[src/rtl/twi_fe_pkg.sv]
package twi_fe_pkg;
  typedef enum logic [2:0] {
    EV_NONE  = 3'd0,
    EV_DEV   = 3'd1,
    EV_WORD  = 3'd2,
    EV_DATA  = 3'd3,
    EV_RDREQ = 3'd4,
    EV_MACK  = 3'd5,
    EV_MNACK = 3'd6,
    EV_STOP  = 3'd7
  } ev_kind_t;

  typedef enum logic [2:0] {
    PH_IDLE,
    PH_DEV,
    PH_WORD,
    PH_DATA,
    PH_READ
  } phase_t;
endpackage

[src/rtl/twi_line_sync.sv]
module twi_line_sync #(
  parameter int STAGES = 2
) (
  input  logic clk,
  input  logic rst,
  input  logic scl_raw,
  input  logic sda_raw,
  output logic sda_q,
  output logic scl_rise,
  output logic scl_fall,
  output logic start_det,
  output logic stop_det
);
  localparam int LINES = 2;

  logic [LINES-1:0] raw;
  logic [LINES-1:0] cur;
  logic [LINES-1:0] prev;

  assign raw = {sda_raw, scl_raw};

  // One synchroniser chain per bus line; index 0 is clock, 1 is data.
  for (genvar l = 0; l < LINES; l++) begin : g_line
    logic [STAGES-1:0] chain;
    always_ff @(posedge clk) begin
      if (rst) chain <= '1;
      else     chain <= {chain[STAGES-2:0], raw[l]};
    end
    assign cur[l] = chain[STAGES-1];
  end

  always_ff @(posedge clk) begin
    if (rst) begin
      prev      <= '1;
      sda_q     <= 1'b1;
      scl_rise  <= 1'b0;
      scl_fall  <= 1'b0;
      start_det <= 1'b0;
      stop_det  <= 1'b0;
    end else begin
      prev      <= cur;
      sda_q     <= cur[1];
      scl_rise  <= cur[0] & ~prev[0];
      scl_fall  <= ~cur[0] & prev[0];
      start_det <= cur[0] & prev[0] & prev[1] & ~cur[1];
      stop_det  <= cur[0] & prev[0] & ~prev[1] & cur[1];
    end
  end
endmodule

[src/rtl/twi_addr_match.sv]
module twi_addr_match #(
  parameter int          DATA_W    = 8,
  parameter int          STRAP_W   = 3,
  parameter logic [3:0]  NORM_CODE = 4'b1010,
  parameter logic [3:0]  PROT_CODE = 4'b0110
) (
  input  logic [DATA_W-1:0]  addr_byte,
  input  logic [STRAP_W-1:0] strap,
  input  logic               busy,
  input  logic               lock,
  output logic               hit,
  output logic               is_prot,
  output logic               is_read
);
  localparam int TYPE_W = DATA_W - 1 - STRAP_W;

  logic [TYPE_W-1:0]  type_f;
  logic [STRAP_W-1:0] sel_f;
  logic               norm_m;
  logic               prot_m;

  assign type_f  = addr_byte[DATA_W-1 -: TYPE_W];
  assign sel_f   = addr_byte[STRAP_W:1];
  assign is_read = addr_byte[0];
  assign norm_m  = (type_f == TYPE_W'(NORM_CODE));
  assign prot_m  = (type_f == TYPE_W'(PROT_CODE));
  assign is_prot = prot_m;
  assign hit     = (sel_f == strap) && !busy && (norm_m || (prot_m && !lock));
endmodule

[src/rtl/twi_byte_engine.sv]
module twi_byte_engine
  import twi_fe_pkg::*;
#(
  parameter int DATA_W = 8
) (
  input  logic              clk,
  input  logic              rst,
  input  logic              scl_rise,
  input  logic              scl_fall,
  input  logic              start_det,
  input  logic              stop_det,
  input  logic              sda_q,
  input  logic [DATA_W-1:0] rd_data,
  input  logic              addr_hit,
  input  logic              addr_prot,
  input  logic              addr_read,
  output logic [DATA_W-1:0] shift_byte,
  output logic              sda_drive_low,
  output logic              ev_valid,
  output ev_kind_t          ev_kind,
  output logic [DATA_W-1:0] ev_data
);
  localparam int CNT_W = $clog2(DATA_W + 1);
  localparam logic [CNT_W-1:0] FULL = CNT_W'(DATA_W);

  phase_t            phase;
  logic [CNT_W-1:0]  bitcnt;
  logic [DATA_W-1:0] sh;
  logic              in_ack;
  logic              mack_slot;
  logic              mack_ok;

  assign shift_byte = sh;

  always_ff @(posedge clk) begin
    if (rst) begin
      phase         <= PH_IDLE;
      bitcnt        <= '0;
      sh            <= '0;
      in_ack        <= 1'b0;
      mack_slot     <= 1'b0;
      mack_ok       <= 1'b0;
      sda_drive_low <= 1'b0;
      ev_valid      <= 1'b0;
      ev_kind       <= EV_NONE;
      ev_data       <= '0;
    end else begin
      ev_valid <= 1'b0;
      ev_kind  <= EV_NONE;
      if (start_det) begin
        phase         <= PH_DEV;
        bitcnt        <= '0;
        in_ack        <= 1'b0;
        mack_slot     <= 1'b0;
        mack_ok       <= 1'b0;
        sda_drive_low <= 1'b0;
      end else if (stop_det) begin
        phase         <= PH_IDLE;
        bitcnt        <= '0;
        in_ack        <= 1'b0;
        mack_slot     <= 1'b0;
        mack_ok       <= 1'b0;
        sda_drive_low <= 1'b0;
        ev_valid      <= 1'b1;
        ev_kind       <= EV_STOP;
        ev_data       <= '0;
      end else if (in_ack) begin
        // End of the ninth pulse: release, or start the first read byte.
        if (scl_fall) begin
          in_ack <= 1'b0;
          bitcnt <= '0;
          if (phase == PH_READ) begin
            sh            <= rd_data;
            sda_drive_low <= ~rd_data[DATA_W-1];
            ev_valid      <= 1'b1;
            ev_kind       <= EV_RDREQ;
            ev_data       <= rd_data;
          end else begin
            sda_drive_low <= 1'b0;
          end
        end
      end else begin
        case (phase)
          PH_DEV, PH_WORD, PH_DATA: begin
            if (scl_rise && bitcnt < FULL) begin
              sh     <= {sh[DATA_W-2:0], sda_q};
              bitcnt <= bitcnt + 1'b1;
            end else if (scl_fall && bitcnt == FULL) begin
              ev_data <= sh;
              if (phase == PH_DEV) begin
                if (addr_hit) begin
                  sda_drive_low <= 1'b1;
                  in_ack        <= 1'b1;
                  ev_valid      <= 1'b1;
                  ev_kind       <= EV_DEV;
                  if (!addr_read)     phase <= PH_WORD;
                  else if (addr_prot) phase <= PH_IDLE;
                  else                phase <= PH_READ;
                end else begin
                  phase <= PH_IDLE;
                end
              end else begin
                sda_drive_low <= 1'b1;
                in_ack        <= 1'b1;
                ev_valid      <= 1'b1;
                ev_kind       <= (phase == PH_WORD) ? EV_WORD : EV_DATA;
                phase         <= PH_DATA;
              end
            end
          end
          PH_READ: begin
            if (scl_rise && mack_slot) begin
              mack_slot <= 1'b0;
              ev_valid  <= 1'b1;
              ev_data   <= '0;
              if (!sda_q) begin
                mack_ok <= 1'b1;
                ev_kind <= EV_MACK;
              end else begin
                ev_kind <= EV_MNACK;
                phase   <= PH_IDLE;
              end
            end else if (scl_rise && bitcnt < FULL) begin
              bitcnt <= bitcnt + 1'b1;
            end else if (scl_fall && mack_ok) begin
              mack_ok       <= 1'b0;
              bitcnt        <= '0;
              sh            <= rd_data;
              sda_drive_low <= ~rd_data[DATA_W-1];
              ev_valid      <= 1'b1;
              ev_kind       <= EV_RDREQ;
              ev_data       <= rd_data;
            end else if (scl_fall && bitcnt == FULL) begin
              sda_drive_low <= 1'b0;
              mack_slot     <= 1'b1;
            end else if (scl_fall && bitcnt != '0) begin
              sh            <= {sh[DATA_W-2:0], 1'b0};
              sda_drive_low <= ~sh[DATA_W-2];
            end
          end
          default: ;
        endcase
      end
    end
  end
endmodule

[src/rtl/twi_eeprom_front.sv]
module twi_eeprom_front #(
  parameter int         DATA_W      = 8,
  parameter int         STRAP_W     = 3,
  parameter int         SYNC_STAGES = 2,
  parameter logic [3:0] NORM_CODE   = 4'b1010,
  parameter logic [3:0] PROT_CODE   = 4'b0110
) (
  input  logic               clk,
  input  logic               rst,
  input  logic               scl_in,
  input  logic               sda_in,
  output logic               sda_drive_low,
  input  logic [STRAP_W-1:0] strap_addr,
  input  logic               busy_in,
  input  logic               lock_in,
  input  logic [DATA_W-1:0]  rd_data,
  output logic               ev_valid,
  output logic [2:0]         ev_kind,
  output logic [DATA_W-1:0]  ev_data
);
  import twi_fe_pkg::*;

  logic              sda_q;
  logic              scl_rise_w;
  logic              scl_fall_w;
  logic              start_w;
  logic              stop_w;
  logic [DATA_W-1:0] shift_w;
  logic              hit_w;
  logic              prot_w;
  logic              read_w;
  ev_kind_t          kind_w;

  twi_line_sync #(.STAGES(SYNC_STAGES)) u_sync (
    .clk       (clk),
    .rst       (rst),
    .scl_raw   (scl_in),
    .sda_raw   (sda_in),
    .sda_q     (sda_q),
    .scl_rise  (scl_rise_w),
    .scl_fall  (scl_fall_w),
    .start_det (start_w),
    .stop_det  (stop_w)
  );

  twi_addr_match #(
    .DATA_W    (DATA_W),
    .STRAP_W   (STRAP_W),
    .NORM_CODE (NORM_CODE),
    .PROT_CODE (PROT_CODE)
  ) u_match (
    .addr_byte (shift_w),
    .strap     (strap_addr),
    .busy      (busy_in),
    .lock      (lock_in),
    .hit       (hit_w),
    .is_prot   (prot_w),
    .is_read   (read_w)
  );

  twi_byte_engine #(.DATA_W(DATA_W)) u_eng (
    .clk           (clk),
    .rst           (rst),
    .scl_rise      (scl_rise_w),
    .scl_fall      (scl_fall_w),
    .start_det     (start_w),
    .stop_det      (stop_w),
    .sda_q         (sda_q),
    .rd_data       (rd_data),
    .addr_hit      (hit_w),
    .addr_prot     (prot_w),
    .addr_read     (read_w),
    .shift_byte    (shift_w),
    .sda_drive_low (sda_drive_low),
    .ev_valid      (ev_valid),
    .ev_kind       (kind_w),
    .ev_data       (ev_data)
  );

  assign ev_kind = kind_w;
endmodule

[config.mk]
export PLATFORM = sky130hd
export DESIGN_NAME = twi_eeprom_front
export DESIGN_NICKNAME = d
export VERILOG_FILES = /design/src/rtl/twi_fe_pkg.sv /design/src/rtl/twi_line_sync.sv /design/src/rtl/twi_addr_match.sv /design/src/rtl/twi_byte_engine.sv /design/src/rtl/twi_eeprom_front.sv
export SDC_FILE = /design/constraint.sdc
export NUM_CORES = 1
export LEC_CHECK = 0
export ABC_AREA = 1
export BUFFER_PORTS_ARGS = -buffer_cell sky130_fd_sc_hd__buf_2
export CORE_ASPECT_RATIO = 0.5
export CORE_UTILIZATION = 55
export CTS_CLUSTER_DIAMETER = 40
export CTS_CLUSTER_SIZE = 14
export DETAILED_ROUTE_END_ITERATION = 7
export PLACE_DENSITY = 0.76
export SYNTH_ARGS = -nofsm -noshare
export SYNTH_HDL_FRONTEND = slang
export SYNTH_HIERARCHICAL = 1
export SYNTH_SLANG_ARGS = --single-unit
[constraint.sdc]
create_clock -name clk -period 3.48 [get_ports clk]
set_clock_uncertainty 0.1 [all_clocks]
set_input_delay 0.522 -clock clk [delete_from_list [all_inputs] [get_ports clk]]
set_output_delay 0.522 -clock clk [all_outputs]
set_load 0.005 [all_outputs]
==> reports/qor_table.md <==
| Step | Quantity | Reported |
|---|---|---|
| status | Run status | finished clean |
| yosys | Post-synth cell types | 32 |
| timing | Max_slew headroom | 56.5% |
| cts | Post-CTS setup buffer count | 0 |
| global routing | Overall fraction of global-route tracks in use | 29.0% |
| setup path | Cell seen most often among critical-path stages | sky130_fd_sc_hd__nor2_1 |
| cts | Clock latency on the worst-skew pair | 0.30 ns |
| flow run | Count of max-cap constraint violations | 0 |
| yosys | Sequential area share after synthesis | 33.7% |
| yosys | Mean post-synth cell area | 6.38 µm² |
| cts | CTS tree | done |
| global routing | Largest net degree at the start of global routing | 20 |
| layout | Diode count | 0 |
| setup path | WP data required | 3.58 ns |
| setup path | Arrival @ worst endpoint | 2.35 ns |
| cts | PostCTS Resize Cnt | 0 |
| layout | Post-synthesis to final-layout area growth | 10.1% |
| power | P_leak | 1.28 nW |
| cts | CTS HTree Levels | 2 |
| detailed routing | Routed via count divided by cell count | 5.38 |
| power | Worst vdd ir | 0.000306 V |
| yosys | Synth top area cells | sky130_fd_sc_hd__dfxtp_1 34%, sky130_fd_sc_hd__nand2_1 16%, sky130_fd_sc_hd__nor2_1 8.0% |
| detailed routing | Final antenna-violating net count | 0 |
| floorplan | Area of the placeable core | 0.00406 mm² |
| yosys | Area of the mapped netlist | 0.00244 mm² |
| yosys | Number of instances in the synthesized netlist | 382 |
| cts | Clock root buffer master | sky130_fd_sc_hd__clkbuf_8 |
| timing | TNS Setup | 0 ns |
| detailed routing | Count of routing violations after the opening detailed-route iteration | 172 |
| timing | Endpoints failing hold | 0 |
| timing | Final critical-path share of the clock period | 64.6% |
| floorplan | Width of the chip | 96.2 µm |
| global routing | Via count of the first global-routing pass | 2308 |
| floorplan | Total number of placement rows | 16 |
| timing | Count of endpoints failing setup in the final report | 0 |
| yosys | Number of warnings reported in the yosys synthesis log | 6 |
| detailed routing | Total via count in the routed design | 2487 |
| layout | Post-layout nets | 426 |
| yosys | Synthesized flop and latch total | 41 |
| setup path | Sequence of cells on the critical path | inv_2 > nand4_1 > nor2_1 > nor2_2 > nand3_1 > nand2_1 > nor2_1 |
| global routing | Number of antenna violations at the first check in global routing | 0 |
| detailed routing | Total iterations of the first detailed-routing run | 5 |
| setup path | Element type at the critical path start | flip-flop |
| cts | CTS Hold Bufs | 0 |
| floorplan | Die Span Y | 49.1 µm |
| yosys | Most area-hungry cell type in the Yosys netlist | sky130_fd_sc_hd__dfxtp_1 |
| yosys | Async SR Flop Fraction | 0% |
| floorplan | Starting density of the core | 60.0% |
| timing | Slew at the pin with the worst max-slew slack | 0.651 ns |
| detailed routing | Routed wire length | 6170 µm |
| yosys | Net Count, Synth | 401 |
| yosys | Most frequently used flop master after synthesis | sky130_fd_sc_hd__dfxtp_1 |
| yosys | Number of flops mapped to enable cells by yosys | 0 |
| floorplan | Die area | 0.00472 mm² |
| cts | CTS Buf Count | 5 |
| global routing | Overall overflow remaining after global route | 0 |
| setup path | Endpoint kind of the worst setup timing path | flip-flop |
| detailed routing | Routed wire per std cell | 13.4 µm |
| floorplan | Top Ports | 30 |
| layout | Fraction of layout instances using a drive strength above 1 | 14.5% |
| detailed routing | DRC viols | 0 |
| timing | Fin. max-slew vios | 0 |
| power | Overall Power | 1.71 mW |
| placement | Final Wtd Congestion | 0.934 |
| global routing | Wire length of the first global-routing pass | 10300 µm |
| setup path | Critical path's slowest cell | sky130_fd_sc_hd__dfxtp_1 |
| timing | Shortest period the worst path allows | 2.25 ns |
| placement | I/O Buffers | 29 |
| timing | Max Fclk | 445 MHz |
| setup path | Crit Path Class | reg -> reg |
| setup path | Biggest fanout along the worst timing path | 19 |
| cts | Clock slew at reported path FFs | 0.08 ns |
| min path | Class of the tightest hold or removal check | in -> reg |
| setup path | Maximum single-stage delay on the critical path | 0.64 ns |
| yosys | Area fraction of the dominant cell type after synthesis | 33.7% |
| power | Power density of the placed cells | 636 mW/mm² |
| cts | Clk sinks | 41 |
| timing | Setup repair after global routing missed its margin | false |
| placement | Detail Placement HPWL | 4660 µm |
| cts | Deepest clock path buffer count | 2 |
==> cells in the final DEF (no fill, tap or decap), types with 2 or more instances in the layout <==
cell,count
sky130_fd_sc_hd__nand3_1,27
sky130_fd_sc_hd__or2_1,4
sky130_fd_sc_hd__nand2_2,5
sky130_fd_sc_hd__a21oi_1,28
sky130_fd_sc_hd__a32oi_1,4
sky130_fd_sc_hd__nand4_1,7
sky130_fd_sc_hd__nor3_1,3
sky130_fd_sc_hd__inv_1,45
sky130_fd_sc_hd__ha_1,2
sky130_fd_sc_hd__o21ai_0,14
sky130_fd_sc_hd__inv_2,5
sky130_fd_sc_hd__nor2_2,3
sky130_fd_sc_hd__a21boi_0,2
sky130_fd_sc_hd__nor2_1,52
sky130_fd_sc_hd__o21ai_1,5
sky130_fd_sc_hd__a31oi_1,4
sky130_fd_sc_hd__nor2_4,7
sky130_fd_sc_hd__o31ai_1,3
sky130_fd_sc_hd__buf_2,29
sky130_fd_sc_hd__clkbuf_8,5
sky130_fd_sc_hd__nand2_1,103
sky130_fd_sc_hd__dfxtp_1,41
==> layer usage <==
layer	vias to the layer above	part of all wire [%]	global-route usage (%)
met3	10	8.7	7.63
met4	0	1.2	9.45
met1	1103	48	38.4
met2	98	42	45.9
li1	1276	-	-
met5	-	0	0
==> power by group <==
group          internal [mW]  leakage [nW]  switching (mW)  total (mW)
registers              0.541         0.335          0.0684       0.609
clock network          0.215        0.0554           0.174       0.389
logic                  0.247         0.889           0.463       0.710
==> worst paths after layout <==
| path | startpoint | to | slack, ns | cells after the start |
|---|---|---|---|---|
| worst min-delay path | sda_in | u_sync/g_line[1].chain[0] | 0.29 | 2 |
| worst min register to register | u_sync/g_line[1].chain[0] | u_sync/g_line[1].chain[1] | 0.31 | 1 |
| worst max register to register | u_eng/in_ack | u_eng/shift_byte[4] | 1.23 | 7 |
| worst max-delay path | u_eng/in_ack | u_eng/shift_byte[4] | 1.23 | 7 |
==> critical path, delay by kind of cell (launching register included) <==
| family | cells | cell delay, ns |
|---|---|---|
| flops | 1 | 0.64 |
| simple gates | 6 | 1.13 |
| buf+inv | 1 | 0.28 |
==> registers in the layout, summed over array words and instances, names as in the netlist, 3 cells and up <==
signal,cells
u_eng/ev_data,8
u_eng/shift_byte,8
u_eng/bitcnt,4
u_sync/g_line.chain,4
u_eng/ev_kind,3
u_eng/phase,3
==> synth_stat cells (4+ instances only) <==
master and n:
sky130_fd_sc_hd__dfxtp_1 41, sky130_fd_sc_hd__nand3_1 27, sky130_fd_sc_hd__nand4_1 7, sky130_fd_sc_hd__nand2_2 5, sky130_fd_sc_hd__or2_1 4, sky130_fd_sc_hd__a21oi_1 28, sky130_fd_sc_hd__o21ai_1 5, sky130_fd_sc_hd__nand2_1 103
sky130_fd_sc_hd__inv_2 5, sky130_fd_sc_hd__nor2_4 7, sky130_fd_sc_hd__o21ai_0 14, sky130_fd_sc_hd__nor2_1 52, sky130_fd_sc_hd__inv_1 45, sky130_fd_sc_hd__buf_6 4, sky130_fd_sc_hd__a32oi_1 4, sky130_fd_sc_hd__a31oi_1 4
==> final cells by class <==
type,count,area [µm²]
sequential,41,821
fill,379,1380
clock inverter,2,38.8
tap,54,67.6
inverter,50,188
timing repair buffer,29,145
clock buffer,6,72.6
multi-input combinational,280,1350
==> stage by stage <==
stage,utilization [%],area [µm²],hold WS [ns],worst slack (ns),cells
2_1_floorplan,-,2440,0.283,1.81,382
3_3_place_gp,63.3,2570,0.286,1.43,454
3_5_place_dp,63.3,2570,0.291,1.35,454
4_1_cts,66.0,2680,0.287,1.32,462
5_1_grt,66.0,2680,0.299,1.10,462
6_report,66.0,2680,0.292,1.23,462
==> cell families after synthesis <==
family          synth area share, %
simple gates                   38.5
compound gates                 15.5
buf+inv                        10.9
flops                          33.7
fa+ha+maj                      1.03
xor+xnor                      0.359
Power figures use the tool's default switching activity.
